--- config.mk ---
export PLATFORM = sky130hd
export DESIGN_NAME = mc_core
export DESIGN_NICKNAME = d
export VERILOG_FILES = /design/src/rtl/mc_pkg.sv /design/src/rtl/mc_rst_sync.sv /design/src/rtl/mc_regfile.sv /design/src/rtl/mc_alu.sv /design/src/rtl/mc_ctrl.sv /design/src/rtl/mc_core.sv
export SDC_FILE = /design/constraint.sdc
export NUM_CORES = 2
export LEC_CHECK = 0
export BUFFER_PORTS_ARGS = -buffer_cell sky130_fd_sc_hd__clkbuf_2
export CAP_MARGIN = 15
export CORE_MARGIN = 3
export CORE_UTILIZATION = 65
export CTS_BUF_LIST = sky130_fd_sc_hd__clkbuf_4
export DETAILED_ROUTE_END_ITERATION = 16
export GPL_TIMING_DRIVEN = 0
export PLACE_DENSITY = 0.82
export RECOVER_POWER = 25
export SETUP_SLACK_MARGIN = 0.5
export SYNTH_ARGS = -nofsm -noshare
export SYNTH_HDL_FRONTEND = slang
export SYNTH_SLANG_ARGS = --single-unit
--- constraint.sdc ---
create_clock -name clk -period 9.45 [get_ports clk]
set_input_delay 0.945 -clock clk [delete_from_list [all_inputs] [get_ports clk]]
set_output_delay 0.945 -clock clk [all_outputs]
set_load 0.02 [all_outputs]
--- src/rtl/mc_pkg.sv ---
package mc_pkg;

  localparam int OPC_LSB = 26;
  localparam int RS_LSB  = 21;
  localparam int RT_LSB  = 16;
  localparam int RD_LSB  = 11;
  localparam int IMM_W   = 16;

  localparam logic [5:0] OPC_RTYPE = 6'b000000;
  localparam logic [5:0] OPC_LOAD  = 6'b100011;
  localparam logic [5:0] OPC_STORE = 6'b101011;
  localparam logic [5:0] OPC_BEQ   = 6'b000100;

  localparam logic [5:0] FN_ADD = 6'b100000;
  localparam logic [5:0] FN_SUB = 6'b100010;
  localparam logic [5:0] FN_AND = 6'b100100;
  localparam logic [5:0] FN_OR  = 6'b100101;
  localparam logic [5:0] FN_XOR = 6'b100110;

  typedef enum logic [3:0] {
    ST_FETCH,
    ST_DECODE,
    ST_ADDR,
    ST_EXEC_R,
    ST_BRANCH,
    ST_MEM_RD,
    ST_MEM_WR,
    ST_R_WB,
    ST_LD_WB
  } state_t;

  typedef enum logic [2:0] {
    ALU_ADD,
    ALU_SUB,
    ALU_AND,
    ALU_OR,
    ALU_XOR
  } alu_op_t;

  typedef enum logic {
    ASRC_PC,
    ASRC_A
  } asrc_t;

  typedef enum logic [1:0] {
    BSRC_B,
    BSRC_FOUR,
    BSRC_IMM,
    BSRC_IMM_SH
  } bsrc_t;

  typedef struct packed {
    logic    pc_we;
    logic    pc_cond;
    logic    pc_from_latch;
    logic    ir_en;
    logic    ab_en;
    logic    res_en;
    logic    mdr_en;
    logic    mem_re;
    logic    mem_we;
    logic    addr_from_latch;
    logic    rf_we;
    logic    rf_dst_rd;
    logic    rf_from_mdr;
    asrc_t   asrc;
    bsrc_t   bsrc;
    alu_op_t alu_op;
  } ctrl_t;

endpackage

--- src/rtl/mc_rst_sync.sv ---
module mc_rst_sync #(
  parameter int STAGES = 2
) (
  input  logic clk,
  input  logic arst_n,
  output logic srst_n
);

  logic [STAGES-1:0] sync_q;

  always_ff @(posedge clk or negedge arst_n) begin
    if (!arst_n) begin
      sync_q <= '0;
    end else begin
      sync_q <= {sync_q[STAGES-2:0], 1'b1};
    end
  end

  assign srst_n = sync_q[STAGES-1];

endmodule

--- src/rtl/mc_regfile.sv ---
module mc_regfile #(
  parameter int DATA_W  = 32,
  parameter int REG_CNT = 32,
  localparam int IDX_W  = $clog2(REG_CNT)
) (
  input  logic              clk,
  input  logic [IDX_W-1:0]  rd_idx_a,
  input  logic [IDX_W-1:0]  rd_idx_b,
  output logic [DATA_W-1:0] rd_val_a,
  output logic [DATA_W-1:0] rd_val_b,
  input  logic              wr_en,
  input  logic [IDX_W-1:0]  wr_idx,
  input  logic [DATA_W-1:0] wr_val
);

  // Entry 0 has no storage; it is a hard zero.
  logic [DATA_W-1:0] regs [1:REG_CNT-1];

  always_ff @(posedge clk) begin
    if (wr_en && (wr_idx != '0)) begin
      regs[wr_idx] <= wr_val;
    end
  end

  always_comb begin
    rd_val_a = (rd_idx_a == '0) ? '0 : regs[rd_idx_a];
    rd_val_b = (rd_idx_b == '0) ? '0 : regs[rd_idx_b];
  end

endmodule

--- src/rtl/mc_alu.sv ---
module mc_alu
  import mc_pkg::*;
#(
  parameter int DATA_W = 32
) (
  input  logic [DATA_W-1:0] opa,
  input  logic [DATA_W-1:0] opb,
  input  alu_op_t           op,
  output logic [DATA_W-1:0] result,
  output logic              is_zero
);

  always_comb begin
    unique case (op)
      ALU_SUB: result = opa - opb;
      ALU_AND: result = opa & opb;
      ALU_OR:  result = opa | opb;
      ALU_XOR: result = opa ^ opb;
      default: result = opa + opb;
    endcase
  end

  assign is_zero = (result == '0);

endmodule

--- src/rtl/mc_ctrl.sv ---
module mc_ctrl
  import mc_pkg::*;
(
  input  logic       clk,
  input  logic       rst_n,
  input  logic [5:0] opcode,
  input  logic [5:0] funct,
  output state_t     state,
  output ctrl_t      ctl
);

  state_t state_q;
  state_t state_d;

  function automatic alu_op_t funct_to_op(input logic [5:0] fn);
    unique case (fn)
      FN_SUB:  return ALU_SUB;
      FN_AND:  return ALU_AND;
      FN_OR:   return ALU_OR;
      FN_XOR:  return ALU_XOR;
      default: return ALU_ADD;
    endcase
  endfunction

  // Next state and per-step control.
  always_comb begin
    ctl     = '0;
    state_d = state_q;
    unique case (state_q)
      ST_FETCH: begin
        ctl.mem_re = 1'b1;
        ctl.ir_en  = 1'b1;
        ctl.asrc   = ASRC_PC;
        ctl.bsrc   = BSRC_FOUR;
        ctl.alu_op = ALU_ADD;
        ctl.pc_we  = 1'b1;
        state_d    = ST_DECODE;
      end
      ST_DECODE: begin
        ctl.ab_en  = 1'b1;
        ctl.asrc   = ASRC_PC;
        ctl.bsrc   = BSRC_IMM_SH;
        ctl.alu_op = ALU_ADD;
        ctl.res_en = 1'b1;
        unique case (opcode)
          OPC_LOAD, OPC_STORE: state_d = ST_ADDR;
          OPC_RTYPE:           state_d = ST_EXEC_R;
          OPC_BEQ:             state_d = ST_BRANCH;
          default:             state_d = ST_FETCH;
        endcase
      end
      ST_ADDR: begin
        ctl.asrc   = ASRC_A;
        ctl.bsrc   = BSRC_IMM;
        ctl.alu_op = ALU_ADD;
        ctl.res_en = 1'b1;
        state_d    = (opcode == OPC_LOAD) ? ST_MEM_RD : ST_MEM_WR;
      end
      ST_EXEC_R: begin
        ctl.asrc   = ASRC_A;
        ctl.bsrc   = BSRC_B;
        ctl.alu_op = funct_to_op(funct);
        ctl.res_en = 1'b1;
        state_d    = ST_R_WB;
      end
      ST_BRANCH: begin
        ctl.asrc          = ASRC_A;
        ctl.bsrc          = BSRC_B;
        ctl.alu_op        = ALU_SUB;
        ctl.pc_cond       = 1'b1;
        ctl.pc_from_latch = 1'b1;
        state_d           = ST_FETCH;
      end
      ST_MEM_RD: begin
        ctl.mem_re          = 1'b1;
        ctl.addr_from_latch = 1'b1;
        ctl.mdr_en          = 1'b1;
        state_d             = ST_LD_WB;
      end
      ST_MEM_WR: begin
        ctl.mem_we          = 1'b1;
        ctl.addr_from_latch = 1'b1;
        state_d             = ST_FETCH;
      end
      ST_R_WB: begin
        ctl.rf_we     = 1'b1;
        ctl.rf_dst_rd = 1'b1;
        state_d       = ST_FETCH;
      end
      ST_LD_WB: begin
        ctl.rf_we       = 1'b1;
        ctl.rf_from_mdr = 1'b1;
        state_d         = ST_FETCH;
      end
      default: state_d = ST_FETCH;
    endcase
  end

  always_ff @(posedge clk or negedge rst_n) begin
    if (!rst_n) begin
      state_q <= ST_FETCH;
    end else begin
      state_q <= state_d;
    end
  end

  assign state = state_q;

endmodule

--- src/rtl/mc_core.sv ---
module mc_core
  import mc_pkg::*;
#(
  parameter int DATA_W  = 32,
  parameter int REG_CNT = 32
) (
  input  logic              clk,
  input  logic              rst_n,
  output logic [DATA_W-1:0] mem_addr,
  output logic              mem_re,
  output logic              mem_we,
  output logic [DATA_W-1:0] mem_wdata,
  input  logic [DATA_W-1:0] mem_rdata
);

  localparam int IDX_W = $clog2(REG_CNT);
  localparam logic [DATA_W-1:0] WORD_STEP = DATA_W'(4);

  logic   rst_n_sync;
  state_t state;
  ctrl_t  ctl;

  logic [DATA_W-1:0] pc_q, ir_q, a_q, b_q, res_q, mdr_q;
  logic [DATA_W-1:0] rf_a, rf_b;
  logic [DATA_W-1:0] alu_a, alu_b, alu_y;
  logic              alu_zero;
  logic [DATA_W-1:0] imm_sx, imm_sx_sh;
  logic [DATA_W-1:0] pc_d;
  logic              pc_en;
  logic [IDX_W-1:0]  wr_idx;
  logic [DATA_W-1:0] wr_val;

  mc_rst_sync #(.STAGES(2)) u_rst_sync (
    .clk    (clk),
    .arst_n (rst_n),
    .srst_n (rst_n_sync)
  );

  mc_ctrl u_ctrl (
    .clk    (clk),
    .rst_n  (rst_n_sync),
    .opcode (ir_q[OPC_LSB +: 6]),
    .funct  (ir_q[5:0]),
    .state  (state),
    .ctl    (ctl)
  );

  assign imm_sx    = {{(DATA_W-IMM_W){ir_q[IMM_W-1]}}, ir_q[IMM_W-1:0]};
  assign imm_sx_sh = {imm_sx[DATA_W-3:0], 2'b00};

  always_comb begin
    alu_a = (ctl.asrc == ASRC_A) ? a_q : pc_q;
    unique case (ctl.bsrc)
      BSRC_FOUR:   alu_b = WORD_STEP;
      BSRC_IMM:    alu_b = imm_sx;
      BSRC_IMM_SH: alu_b = imm_sx_sh;
      default:     alu_b = b_q;
    endcase
  end

  mc_alu #(.DATA_W(DATA_W)) u_alu (
    .opa     (alu_a),
    .opb     (alu_b),
    .op      (ctl.alu_op),
    .result  (alu_y),
    .is_zero (alu_zero)
  );

  mc_regfile #(.DATA_W(DATA_W), .REG_CNT(REG_CNT)) u_rf (
    .clk      (clk),
    .rd_idx_a (ir_q[RS_LSB +: IDX_W]),
    .rd_idx_b (ir_q[RT_LSB +: IDX_W]),
    .rd_val_a (rf_a),
    .rd_val_b (rf_b),
    .wr_en    (ctl.rf_we),
    .wr_idx   (wr_idx),
    .wr_val   (wr_val)
  );

  assign wr_idx = ctl.rf_dst_rd ? ir_q[RD_LSB +: IDX_W] : ir_q[RT_LSB +: IDX_W];
  assign wr_val = ctl.rf_from_mdr ? mdr_q : res_q;

  assign pc_en = ctl.pc_we | (ctl.pc_cond & alu_zero);
  assign pc_d  = ctl.pc_from_latch ? res_q : alu_y;

  always_ff @(posedge clk or negedge rst_n_sync) begin
    if (!rst_n_sync) begin
      pc_q  <= '0;
      ir_q  <= '0;
      a_q   <= '0;
      b_q   <= '0;
      res_q <= '0;
      mdr_q <= '0;
    end else begin
      if (pc_en)      pc_q  <= pc_d;
      if (ctl.ir_en)  ir_q  <= mem_rdata;
      if (ctl.ab_en)  a_q   <= rf_a;
      if (ctl.ab_en)  b_q   <= rf_b;
      if (ctl.res_en) res_q <= alu_y;
      if (ctl.mdr_en) mdr_q <= mem_rdata;
    end
  end

  assign mem_addr  = ctl.addr_from_latch ? res_q : pc_q;
  assign mem_re    = ctl.mem_re;
  assign mem_we    = ctl.mem_we;
  assign mem_wdata = b_q;

endmodule

==> qor.csv <==
metric,value,unit
Max Fclk,114.3,MHz
Final min period,8.748,ns
Clock Path Buffers,4,
post-placement cell count,5544,
CP Cell Sequence,"clkbuf_1, clkbuf_1, nand2_1, a21oi_1, a221oi_1, inv_1, nor4_4, nand4_2, a211oi_1, a21oi_1, xnor2_1, ha_1, a21oi_1, o21ai_0, nor4_1, a21boi_1, nor4_1, o31ai_1, and3_1, nand4b_1, a2111o_1, nand2_4, buf_12, mux2_4",
vias in the first global route,44520,
Syn Area/Cell,14.21,um^2
Hold WC Path Type,in2reg,
Final HPWL DP,167300,um
crit end category,flip-flop,
RD Place Congestion,1.068,
Max stage delay on crit path,0.81,ns
skew final,0.1398,ns
mapped cell area,0.06004,mm^2
outcome,"finished, violations left",
first-pass GRT wire length,324300,um
#FFs+latches synth,1190,
GRT met3 Usage,0.2587,
nets,4860,
clk sinks,1190,
CTS root buffer,clkbuf_4,
GRT Util Overall,0.4896,
clock tree from TritonCTS,yes,
most frequent CP cell,a21oi_1,
Final ANT Viol Nets,0,
final setup fails,0,
Fin Setup TNS,0,ns
Area Overhead vs Synth,11.96,%
I/O pin cnt,100,
CP Launch Type,flip-flop,
ys async rst share,0.1664,
initial antenna violation count,18,
Crit path arrival time,9.73,ns
Final Hold Viols,0,
post-cts sizing count,0,
Max Slew Vio Count,784,
YS warnings,0,
"Primary FF master, synth",edfxtp_1,
cell count after synthesis,4226,
largest net degree at the start of global routing,73,
slew of the pin with the lowest slew margin,3.798,ns
RSZ-0062 raised after global routing,no,
fin cells,6111,
drt first pass iters,9,
die area,0.09605,mm^2
# port buffers,99,
H-tree levels,5,
failing checks,"capacitance limit, slew limit",
Starting Density,0.6609,
most used routing layer in global routing,met2,
WL final,234300,um
Syn Nets,4357,
row count,110,
CTS Buf Count,317,
Max transition margin,-1.532,
Critical Path RT,10.44,ns
final worst-path cycle share,0.9258,
die height,309.9,um
CP max-delay cell,a221oi_1,
Skew-Pair Late Insertion Delay,1.24,ns
DRC,0,
Yosys cell types,89,
setup ws final,0.7016,ns
layout cells sized above 1,0.2322,
core area,0.09084,mm^2
WS Path Type,reg2reg,
"CTS clk-pin slew, worst paths",0.07,ns
GRT overflow,0,
DRT iter0 DRCs,9276,
crit-path max FO,10,
die width,309.9,um
met2 usage,0.6582,
WL per Instance,38.34,um
max-cap viol count,22,
"EDFF count, synth",992,
post-DR vias/cell,7.674,
register area share after synthesis,0.5787,
met1 Use GR,0.6238,
via count,46900,
DP Worst Slack,1.162,ns
Finished Core Util,0.7400,
[flip-flops by register name, indices dropped and copies added (netlist names)]
| register | flops |
|---|---|
| a_q | 32 |
| pc_q | 32 |
| u_ctrl.state | 4 |
| res_q | 32 |
| u_rst_sync.sync_q | 2 |
| mem_wdata | 32 |
| mdr_q | 32 |
| ir_q | 32 |
| u_rf.regs | 992 |
[worst max-delay path: cells and delay by family (launching register included)]
kind / cells / cell delay [ns]
DFF: 1 / 0.41
xor gates and xnor gates: 1 / 0.31
AOI/OAI and AO/OA: 9 / 4.23
buffers and inverters: 4 / 0.99
adders and majority gates: 1 / 0.37
muxes: 1 / 0.30
and+or+nand+nor: 8 / 1.94
[what timing repair did]
item	in CTS	in global routing
buffers inserted	0	0
hold endpoints to repair	22	0
endpoints found under the setup margin	0	0
hold buffers	18	0
[area by class of cell]
| class | instances | area, um^2 |
|---|---|---|
| Sequential cell | 1190 | 34740 |
| Buffer | 329 | 1323 |
| Fill cell | 5793 | 23620 |
| Timing Repair Buffer | 184 | 1808 |
| Clock buffer | 447 | 3356 |
| Clock inverter | 74 | 296.5 |
| Multi-Input combinational cell | 2625 | 23900 |
| Tap cell | 1176 | 1471 |
| Antenna cell | 4 | 10.01 |
| Inverter | 82 | 307.8 |
[through the flow]
step	hold WS [ns]	instance area, um^2
2_1_floorplan	0.3312	60040
3_3_place_gp	0.3446	62000
3_5_place_dp	0.3378	63220
4_1_cts	0.003003	67050
5_1_grt	0.06169	67210
6_report	0.06442	67220
[cell usage in the layout (no fill, tap or decap), types with 114 or more instances in the layout]
cell      synthesis  final
mux2i_1         310    310
edfxtp_1        992    992
nand2_1         399    399
o21ai_0         210    203
a211oi_1        114    114
dfrtp_1         198    198
clkbuf_1        250    291
a21oi_1         181    181
nor2_1          192    162
mux4_2          320    320
mux2_2          145    127
clkbuf_4          0    453
[path summary, 6_finish.rpt]
check	start	to	slack, ns	cells past startpoint
worst max-delay path	u_ctrl.state[0]	pc_q[19]	0.70	24
worst min-delay path	mem_rdata[14]	ir_q[14]	0.06	3
worst max register to register	u_ctrl.state[0]	pc_q[19]	0.70	24
worst min register to register	u_rst_sync.sync_q[0]	u_rst_sync.sync_q[1]	0.36	0
max in group asynchronous	u_rst_sync.sync_q[1]	a_q[7]	3.81	1
min in group asynchronous	rst_n	u_rst_sync.sync_q[1]	0.57	3
[cells in the mapped netlist, drive strengths merged (6+ instances only)]
library cell,number,area share
a211oi,114,0.014
a21boi,7,0.00088
a21o,8,0.0010
a21oi,181,0.015
a221oi,42,0.0061
a22oi,26,0.0033
a31oi,15,0.0016
a32o,64,0.011
a32oi,65,0.0095
and2,7,0.00073
buf,78,0.0064
clkbuf,251,0.016
dfrtp,198,0.083
edfxtp,992,0.50
ha,96,0.020
inv,80,0.0050
mux2,175,0.035
mux2i,310,0.052
mux4,320,0.12
nand2,400,0.025
nand2b,9,0.00094
nand3,25,0.0022
nand4,13,0.0015
nor2,193,0.012
nor2b,6,0.00063
nor3,23,0.0019
nor4,10,0.0014
nor4b,13,0.0021
o2111ai,11,0.0016
o211ai,37,0.0046
o21ai,213,0.018
o221ai,51,0.0074
o22ai,43,0.0045
o31ai,16,0.0020
or2,8,0.00083
or3,10,0.0010
xnor2,43,0.0063
[logic make-up after synthesis]
family	share of synthesized area
other cells	0.00006246
fa+ha+maj	0.02034
buf+inv	0.02728
flops	0.5787
mux	0.2064
compound gates	0.1058
simple gates	0.05439
xor+xnor	0.007002
[routing by layer]
metal / part of all wire / up-vias
met3: 0.19 / 1043
met2: 0.40 / 4952
met5: 0.0014 / -
li1: - / 18100
met4: 0.080 / 24
met1: 0.33 / 22780
Power is not shown: default switching activity piles up to over one toggle a cycle in this logic, so the estimate is an artifact.
